## config.mk

```make
export PLATFORM = sky130hd
export DESIGN_NAME = dual_phase_cmp
export DESIGN_NICKNAME = d
export VERILOG_FILES = /design/src/rtl/dual_phase_cmp.sv
export SDC_FILE = /design/constraint.sdc
export NUM_CORES = 1
export LEC_CHECK = 0
export ABC_AREA = 1
export BUFFER_PORTS_ARGS = -buffer_cell sky130_fd_sc_hd__buf_2
export CAP_MARGIN = 25
export CORE_AREA = 2 2 39 41
export CTS_BUF_LIST = sky130_fd_sc_hd__clkbuf_4 sky130_fd_sc_hd__clkbuf_8
export CTS_CLUSTER_SIZE = 30
export DETAILED_ROUTE_END_ITERATION = 8
export DIE_AREA = 0 0 41 43
export GPL_TIMING_DRIVEN = 0
export PLACE_DENSITY = 0.41
export SLEW_MARGIN = 40
export SYNTH_ARGS = -nofsm -noshare
export SYNTH_HDL_FRONTEND = slang
export SYNTH_SLANG_ARGS = --single-unit
```

## constraint.sdc

```tcl
create_clock -name clk -period 1.8 [get_ports clk]
set_input_delay 0.36 -clock clk [delete_from_list [all_inputs] [get_ports clk]]
set_output_delay 0.36 -clock clk [all_outputs]
set_load 0.02 [all_outputs]
```

## src/rtl/dual_phase_cmp.sv

```systemverilog
module dual_phase_cmp (
  input  logic clk,
  input  logic rst,
  input  logic ref_xor_i,
  input  logic ref_edge_i,
  input  logic fb_i,
  output logic xor_pd_o,
  output logic edge_pd_o
);

  logic [1:0] ax_sync, ae_sync, fb_sync;
  logic       ae_last, fb_last;
  logic       ae_fall, fb_fall;

  assign ae_fall = ae_last & ~ae_sync[1];
  assign fb_fall = fb_last & ~fb_sync[1];

  always_ff @(posedge clk) begin
    if (rst) begin
      ax_sync   <= '0;
      ae_sync   <= '0;
      fb_sync   <= '0;
      ae_last   <= 1'b0;
      fb_last   <= 1'b0;
      xor_pd_o  <= 1'b0;
      edge_pd_o <= 1'b0;
    end else begin
      ax_sync  <= {ax_sync[0], ref_xor_i};
      ae_sync  <= {ae_sync[0], ref_edge_i};
      fb_sync  <= {fb_sync[0], fb_i};
      ae_last  <= ae_sync[1];
      fb_last  <= fb_sync[1];
      xor_pd_o <= ax_sync[1] ^ fb_sync[1];
      case ({fb_fall, ae_fall})
        2'b10:   edge_pd_o <= 1'b1;
        2'b01:   edge_pd_o <= 1'b0;
        2'b11:   edge_pd_o <= ~edge_pd_o;
        default: edge_pd_o <= edge_pd_o;
      endcase
    end
  end

  logic [1:0] warm;
  always_ff @(posedge clk) begin
    if (rst)              warm <= '0;
    else if (warm != 2'd3) warm <= warm + 2'd1;
  end


  xor_follow_chk: assert property (@(posedge clk) disable iff (rst)
    (warm == 2'd3) |-> (xor_pd_o == ($past(ref_xor_i, 3) ^ $past(fb_i, 3))));


  fb_fall_set_chk: assert property (@(posedge clk) disable iff (rst)
    (fb_fall && !ae_fall) |=> edge_pd_o);


  ref_fall_clear_chk: assert property (@(posedge clk) disable iff (rst)
    (ae_fall && !fb_fall) |=> !edge_pd_o);


  no_fall_hold_chk: assert property (@(posedge clk) disable iff (rst)
    (!ae_fall && !fb_fall) |=> $stable(edge_pd_o));


  dual_fall_toggle_chk: assert property (@(posedge clk) disable iff (rst)
    (ae_fall && fb_fall) |=> (edge_pd_o != $past(edge_pd_o)));


  reset_clear_chk: assert property (@(posedge clk)
    rst |=> (!xor_pd_o && !edge_pd_o));

endmodule

```

Word level (Yosys, flattened, before mapping)
Index checks and enable logic that the tools add are counted.
Storage, ports and cells
  flip-flop bits (word level): 10
  input bits: 5
  output and inout bits: 2
  logic and storage cells: 18
Operators by class
  equal/unequal tests: 3
  muxes and demuxes: 1
  bitwise gates (word level): 6
  reduce and logical (&&, ||, !) cells: 1
Operator list (count)
  equality test 2 bit, second input constant: 2
  NOT 1 bit: 3
  one-hot mux 1 bit (3 select lines): 1
  nonzero test 3 bit: 1
  bitwise AND 1 bit: 2
  equality test 2 x 1 -> 1 bit, second input constant: 1
  XOR 1 bit: 1

Logic depth before layout (Yosys ltp)
Gate-level depths: netlist of the first run.
  depth after elaboration: 4
  depth in mapped cells: 4

Worst setup path before layout of the first run
Ideal clock, no wire load.
  kind: register -> output
  start: register edge_pd_o
  end: output port edge_pd_o
  data arrival time: 0.427 ns
  data required time: 1.440 ns
  path slack: 1.013 ns
  stages on the path, launching flop included: 1
  path buffers: 0
  cells stage by stage: dfxtp_1
RTL lines
  start, declared: RTL line 8  | output logic edge_pd_o
  start signal, assigned: RTL line 37  | 2'b11: edge_pd_o <= ~edge_pd_o;
  start signal, assigned: RTL line 38  | default: edge_pd_o <= edge_pd_o;
No word-level cell between the ends.

Worst setup path in the final report of the first run
  start: register edge_pd_o
  end: output port edge_pd_o
No word-level cell between the ends.

==> results of run 1 <==
logic make-up after synthesis:
logic type,count (synthesis),synth area share (%)
and+or+nand+nor,14,20.0
AOI/OAI and AO/OA,1,1.60
DFF,10,64.0
buffers and inverters,10,14.4
worst max-delay path by stage:
| stage | startpoint | to | slack [ns] | depth (start not counted) |
|---|---|---|---|---|
| floorplan | edge_pd_o | edge_pd_o | 1.01 | 0 |
| global placement | edge_pd_o | edge_pd_o | 0.94 | 1 |
| detailed placement | edge_pd_o | edge_pd_o | 0.95 | 1 |
| CTS | edge_pd_o | edge_pd_o | 0.65 | 1 |
| global route | edge_pd_o | edge_pd_o | 0.60 | 1 |
| finish | edge_pd_o | edge_pd_o | 0.67 | 1 |
synthesized netlist by cell type:
cell      n  share of area (%)
dfxtp_1  10                 64
nor2_1   10                 12
a21oi_1   1                1.6
nand2_1   2                2.4
buf_6     1                3.6
inv_2     1                1.2
inv_1     8                9.6
nand3_1   1                1.6
nor3b_2   1                4.0
flip-flops by register name (all words and copies together) (netlist names):
name       count
xor_pd_o       1
fb_sync        2
ax_sync        2
ae_last        1
edge_pd_o      1
fb_last        1
ae_sync        2
through the flow:
stage	cells	hold WS (ns)
after global routing	60	0.288
final	60	0.295
after global placement	56	0.390
after floorplan	35	0.388
after detailed placement	56	0.393
after CTS	60	0.287
routing by layer:
layer / part of all wire, % / global-route usage (%) / vias up
met2: 39 / 6.56 / 9
li1: - / - / 116
met3: 15 / 9.42 / 0
met4: 0 / 4.00 / 0
met1: 46 / 6.19 / 85
met5: 0 / 0 / -
area by class of cell:
type	instances	area share (%)
multi-input cells	15	17.1
inverters	9	8.57
well taps	16	5.08
plain buffers	1	2.86
repair buffers	5	6.35
clock buffers	4	9.21
flip-flops and latches	10	50.8
worst min-delay path: stages:
cell and delay, ns:
buf_2 0.07, inv_1 0.03, nor2_1 0.06
where the power goes:
group / total [mW] / switching [mW] / internal, mW / leakage, nW
sequential: 0.233 / 0.00273 / 0.230 / 0.0823
clock: 0.198 / 0.0749 / 0.123 / 0.0210
combinational: 0.0231 / 0.0125 / 0.0106 / 0.0884
==> run metrics, run 1 <==
status complete, no violations; H-tree depth 1; Gate Count Post-Synth 35; via count 210; sequential element share of the synthesized area 64.0%; Num CTS Buffers 3; Die H 43 um; crit path DAT 0.77 ns; R2R Path Start fb_sync[1]; Worst path top cell family by delay flip-flops; Routed WL 357 um; later-pin clock latency in the skew report 0.26 ns; reg2reg end edge_pd_o; CP max stage delay 0.34 ns; cell area after synthesis 313 um2; Routability Congestion 0.574; VDD IR-drop max 401 uV; RSZ-0062 raised after global routing false; Inserted Diodes 0; syn_nets 40; global route total overflow 0; Max Freq 0.888 GHz; placed inst area 358 um2; DR vias/cell 3.50; DRC Markers 0; DRT antenna net count 0; CTS Hold Bufs 0; Final Skew 0.00179 ns; TritonRoute pass-1 iters 1; post-route cell area 394 um2; Die Area 1760 um2; R2R setup slack 1.12 ns; post-layout min period 1.13 ns; Final Total Pwr 0.454 mW; die width 41 um; Core Rows 14; WHS Endpoint ae_sync[0]; CTS Sinks 10; Syn Area/Cell 8.94 um2; largest net degree at the start of global routing 11; Layout area overhead 26.0%; Initial Util 22.6%; CTS tree done; post-cts gate resize count 0; Final Max Tran Viols 0; Reg2Reg Depth 3; final design utilization 28.5%; TNS Setup 0 ns; Clock Tree Buf Depth 2; worst path bufs/invs 1; Final Cycle Share 62.6%; final setup vio count 0; Hold Crit Class in -> reg; Synthesis Warnings 0; Placeable Area 1380 um2; PwrDens 1150 nW/um2; first-pass GRT wire length 627 um; max_cap viols 0; area of the multi-input gates 67.6 um2; hold path cells 3; initial antenna violation count 0; crit path kind reg -> out; slew margin rel. 92.3%; final setup margin 0.674 ns; PortBufs 5; vias in the first global route 157; Reg clk slew, reported paths 0.07 ns; worst-path cell chain buf_2; ratio of cells with drive above 1 in the final layout 27.3%; Yosys cell types 9; Final Hold Fails 0; WL/cell 5.95 um; pre-CTS setup slack 0.949 ns; Slew @ Worst Pin 0.116 ns; register area 200 um2; GRT Overall Usage 6.45%; slowest stage cell, crit path dfxtp_1; crit-path max FO 3; crit start category flop; Final #Nets 50; Post-CTS Setup Inserts 0; Critical Path RT 1.44 ns; drt initial violations 0; hold_sp ref_edge_i; flops & latches, synth 10; CTS Root Cell clkbuf_4; I/O pin count 7; Pleak 0.192 nW; most frequent cells in the layout 10 x nor2_1, 10 x dfxtp_1, 8 x inv_1; CP Capture Type primary output; FILL cells 142
Power figures use the tool's default switching activity.
==> run 2: changes to the inputs <==
ABC_AREA = 0   (was 1)
PLACE_DENSITY = 0.42   (was 0.41)
clock period = 0.98 ns   (was 1.8 ns; I/O delays follow)
==> run 2 against run 1 <==
Hold slack got worse by 0.15 ns; die area stayed put; critical path type unchanged; setup slack got worse by 0.61 ns; highest routed layer unchanged; core utilization decreased by 1.2 points; sequential share of layout area up 2.5 points; critical path depth is the same; largest power group unchanged; clock-buffer cell count is 1 lower; clock power rose by 31%; cell count decreased by 18%; design area down 4.1%; via count decreased by 15%; sequential power increased by 85%.
==> run metrics, run 2 <==
VDD IR-drop max 716 uV (+78%); TritonRoute pass-1 iters 2 (+1); most frequent cells in the layout 9 x dfxtp_1, 8 x nor2b_1, 5 x buf_2; first-pass GRT wire length 683 um (+8.9%); post-cts gate resize count 0 (unchanged); Max Freq 1.09 GHz; Core Rows 14 (unchanged); Num CTS Buffers 3 (unchanged); Gate Count Post-Synth 24 (-31%); flops & latches, synth 10 (unchanged); Reg clk slew, reported paths 0.06 ns (about the same); CTS Root Cell clkbuf_4; crit path DAT 0.72 ns (-0.05 ns); CP Depth 1 (unchanged); Die Area 1760 um2 (unchanged); final design utilization 27.3% (-1.2 points); Final Hold Fails 0 (unchanged); Final Max Tran Viols 0 (unchanged); hold path cells 2 (-1); Initial Util 21.8% (-0.81 points); Routed WL 347 um (-2.8%); Routability Congestion 0.582 (+1.5%); Slew @ Worst Pin 0.173 ns (+0.0571 ns); R2R Path Start edge_pd_o; I/O pin count 7 (unchanged); Inserted Diodes 0 (unchanged); drt initial violations 2 (+2); CTS Sinks 10 (unchanged); H-tree depth 1 (unchanged); GRT Overall Usage 6.66% (+0.21 points); most common cell after layout, fill and taps aside dfxtp_1; top-count cell post-synth dfxtp_1; later-pin clock latency in the skew report 0.25 ns (about the same); Final Skew 0.00280 ns (+0.00101 ns); worst-path cell chain buf_4; cell accounting for the most synthesized area dfxtp_1; Final #Nets 40 (-20%); ratio of cells with drive above 1 in the final layout 36.4% (+9.1 points); DRT antenna net count 0 (unchanged); Synthesis Warnings 0 (unchanged); Critical Path RT 0.78 ns (-0.66 ns); Layout area overhead 25.3%; syn_nets 29 (-28%); final setup vio count 0 (unchanged); PwrDens 1930 nW/um2 (+68%); DRC Markers 0 (unchanged); max_cap viols 0 (unchanged); global route total overflow 0 (unchanged); crit path kind reg -> out; DR vias/cell 3.65 (+4.4%); Final Cycle Share 93.8%; Worst path top cell family by delay flip-flops; Critical path origin edge_pd_o; slowest stage cell, crit path dfxtp_2; crit start category flop; sequential element share of the synthesized area 66.4% (+2.4 points); status complete, no violations; Pleak 0.157 nW (-18%); Syn Area/Cell 12.6 um2 (+41%); Clock Tree Buf Depth 2 (unchanged); Yosys top cell area share 66.4% (+2.4 points); worst hold slack 0.149 ns (-0.146 ns); Placeable Area 1380 um2 (unchanged); dpl cells 46 (-18%); initial antenna violation count 0 (unchanged); Finished Layout Cells 49 (-18%); largest registers ae_sync: 2 flops, ax_sync: 2 flops, fb_sync: 2 flops; post-layout min period 0.919 ns; CTS tree done; crit-path max FO 3 (unchanged); vias in the first global route 187 (+19%); Reg2Reg Depth 2 (-1); CTS Hold Bufs 0 (unchanged); ys flop type dfxtp_1; Hold Crit Class in -> reg; largest net degree at the start of global routing 11 (unchanged); CP max stage delay 0.32 ns (-0.02 ns); RSZ-0062 raised after global routing false; worst path bufs/invs 1 (unchanged); CP Capture Type primary output; hold_sp ref_xor_i; via count 179 (-15%); cell area after synthesis 302 um2 (-3.6%); die width 41 um (unchanged); WL/cell 7.08 um (+19%); Area contributors post-synth dfxtp_1 66%, nor2b_1 17%, nand2b_4 4.6%; Die H 43 um (unchanged); Post-CTS Setup Inserts 0 (unchanged); slew margin rel. 88.5% (-3.8 points); asr flop ratio synth 0% (unchanged); TNS Setup 0 ns (unchanged); count of flip-flops with a built-in enable after synthesis 0 (unchanged); Yosys cell types 8 (-1); commonest cells in the netlist 10 x dfxtp_1, 8 x nor2b_1; PortBufs 6 (+1)
run 2: cell count changes in the layout (fill, tap and decap cells not counted), sizes merged, moves of 2 or more:
cell and change:
inv -8, nand2 -2, nor2b +8, nor2 -9
run 2: cell families after synthesis:
family,synth area share (%)
and+or+nand+nor,25.3
buffers and inverters,1.24
DFF,66.4
xor gates and xnor gates,2.91
AOI/OAI and AO/OA,4.15
run 2: per-layer routing:
| layer | vias up | wire [um] | GRT usage, % |
|---|---|---|---|
| met5 | - | 0 | 0 |
| met4 | 0 | 0 | 4.00 |
| met3 | 0 | 56 | 7.85 |
| met2 | 9 | 145 | 8.44 |
| met1 | 77 | 145 | 5.88 |
| li1 | 93 | - | - |
run 2: final timing paths:
path	end	slack [ns]
max	edge_pd_o	0.06
min	ax_sync[0]	0.15
max reg2reg	edge_pd_o	0.22
min reg2reg	ae_sync[1]	0.44
run 2: final cells by class:
class	count	area, um2
Inverter	1	3.75
Tap cell	16	20.0
Fill cell	149	1010
Clock buffer	3	22.5
Multi-Input combinational cell	13	97.6
Sequential cell	10	201
Timing Repair Buffer	6	32.5
run 2: through the flow:
step,power [mW],cell area (um2),setup slack (ns)
after floorplan,0.459,302,0.172
after global placement,0.476,352,0.257
after detailed placement,0.478,352,0.233
after CTS,0.747,374,0.00873
after global routing,0.782,378,0.0298
final,0.729,378,0.0608
run 2: power breakdown:
part	switching, mW	internal, mW
clock network	0.120	0.141
logic	0.0173	0.0219
registers	0.00560	0.424
total	0.142	0.587
==> run 3: changes to the inputs <==
CELL_PAD_IN_SITES_DETAIL_PLACEMENT = 1   (was not set)
CELL_PAD_IN_SITES_GLOBAL_PLACEMENT = 1   (was not set)
PLACE_DENSITY = 0.49   (was 0.42)
==> run 3 against run 2 <==
Cell count unchanged; critical path depth unchanged; design area unchanged; non-clock buffer count unchanged; hold slack about the same; core utilization unchanged; fmax decreased by 0.24%; routed wire length increased by 16%; sequential power about the same; critical path type unchanged; highest routed layer unchanged.
==> run metrics, run 3 (synthesis results as in run 2) <==
most frequent cells in the layout 9 x dfxtp_1, 8 x nor2b_1, 5 x buf_2; Clock Power Share 36.1% (+0.4 points); Routability Congestion 0.529 (-9.1%); Die H 43 um (unchanged); die width 41 um (unchanged); PwrDens 1950 nW/um2 (+0.81%); final design utilization 27.3% (unchanged); H-tree depth 1 (unchanged); CP max stage delay 0.32 ns (about the same); DR vias/cell 3.67 (+0.56%); crit path DAT 0.73 ns (about the same); CP Capture Type primary output; Critical Path RT 0.78 ns (about the same); Final Hold Fails 0 (unchanged); RSZ-0062 raised after global routing false; Inserted Diodes 0 (unchanged); crit start category flop; switching share of power 20.2% (+0.61 points); Die Area 1760 um2 (unchanged); TritonRoute pass-1 iters 2 (unchanged); Initial Util 21.8% (unchanged); Final Skew 0.00180 ns (-0.00101 ns); sequential share of power 58.5% (-0.4 points); status complete, no violations; CTS Sinks 10 (unchanged); crit path kind reg -> out; Reg clk slew, reported paths 0.06 ns (about the same); CTS Root Cell clkbuf_4; worst-path cell chain buf_4; GRT Overall Usage 6.26% (-0.40 points); first-pass GRT wire length 641 um (-6.1%); Max Freq 1.09 GHz (-0.24%); max_cap viols 0 (unchanged); Final Max Tran Viols 0 (unchanged); M1 WL 190 um (+31%); largest registers ae_sync: 2 flops, ax_sync: 2 flops, fb_sync: 2 flops; drt initial violations 1 (-1); Final #Nets 40 (unchanged); ratio of cells with drive above 1 in the final layout 36.4% (unchanged); largest net degree at the start of global routing 11 (unchanged); Final Cycle Share 94.0% (+0.22 points); via count 180 (+0.56%); slew margin rel. 87.2% (-1.3 points); Core Rows 14 (unchanged); vias in the first global route 169 (-9.6%); slowest stage cell, crit path dfxtp_2; Comb power frac 5.4% (about the same); TNS Setup 0 ns (unchanged); Placeable Area 1380 um2 (unchanged); P_int 0.587 mW (about the same); Routed WL 403 um (+16%); initial antenna violation count 0 (unchanged); DRC Markers 0 (unchanged); top sig layer met3; CTS Hold Bufs 0 (unchanged); most common cell after layout, fill and taps aside dfxtp_1; Hold Crit Class in -> reg; worst path bufs/invs 1 (unchanged); Num CTS Buffers 3 (unchanged); PortBufs 6 (unchanged); global route total overflow 0 (unchanged); Clock Tree Buf Depth 2 (unchanged); WL/cell 8.22 um (+16%); routed wl met2 180 um (+24%); CTS tree done; Layout area overhead 25.3% (unchanged); later-pin clock latency in the skew report 0.26 ns (about the same); FILL cells 162 (+8.7%); Worst path top cell family by delay flip-flops; final setup vio count 0 (unchanged); switching pwr 0.148 mW (+4.0%); Slew @ Worst Pin 0.192 ns (+0.0192 ns); I/O pin count 7 (unchanged); VDD IR-drop max 466 uV (-35%); post-layout min period 0.921 ns (+0.00220 ns); crit-path max FO 3 (unchanged); DRT antenna net count 0 (unchanged); Pleak 0.157 nW (unchanged); met3 wire len 32 um (-43%)
## run 3: cell counts in the layout (fill, tap and decap cells not counted)
No cell type changed its count.
## run 3: worst paths after layout
path / from / to / slack [ns] / cells after the start
worst max-delay path: edge_pd_o / edge_pd_o / 0.06 / 1
worst min-delay path: ref_edge_i / ae_sync[0] / 0.15 / 2
worst max register to register: edge_pd_o / edge_pd_o / 0.22 / 2
worst min register to register: ax_sync[0] / ax_sync[1] / 0.45 / 1
## run 3: area by class of cell
cell class | instances | area, um2 | share of cell area (%)
Sequential cell | 10 | 201 | 53.3
Multi-Input combinational cell | 13 | 97.6 | 25.8
Timing Repair Buffer | 6 | 32.5 | 8.61
Clock buffer | 3 | 22.5 | 5.96
Tap cell | 16 | 20.0 | 5.30
Inverter | 1 | 3.75 | 0.993
## run 3: power by group through the flow
stage / clock network (mW) / logic [mW] / registers [mW]
after floorplan: 0 / 0.0172 / 0.442
after global placement: 0 / 0.0378 / 0.438
after detailed placement: 0 / 0.0398 / 0.439
after CTS: 0.283 / 0.0398 / 0.430
after global routing: 0.306 / 0.0438 / 0.432
final: 0.265 / 0.0395 / 0.430
## run 3: layer usage
layer / vias up / global-route usage (%)
met5: - / 0
met4: 0 / 10.0
met3: 0 / 3.14
met2: 7 / 7.19
met1: 81 / 5.88
li1: 92 / -
## run 3: timing repair
item / CTS / global route
setup buffers: 0 / 0
gates resized for setup: 0 / 2
setup endpoints to repair: 0 / 1
## run 3: through the flow
| step | power, mW | hold WS [ns] | setup slack [ns] | std cells | cell area, um2 |
|---|---|---|---|---|---|
| 2_1_floorplan | 0.459 | 0.261 | 0.172 | 24 | 302 |
| 3_3_place_gp | 0.476 | 0.404 | 0.256 | 46 | 352 |
| 3_5_place_dp | 0.479 | 0.413 | 0.225 | 46 | 352 |
| 4_1_cts | 0.753 | 0.137 | 0.00160 | 49 | 374 |
| 5_1_grt | 0.782 | 0.155 | 0.0177 | 49 | 378 |
| 6_report | 0.735 | 0.149 | 0.0586 | 49 | 378 |
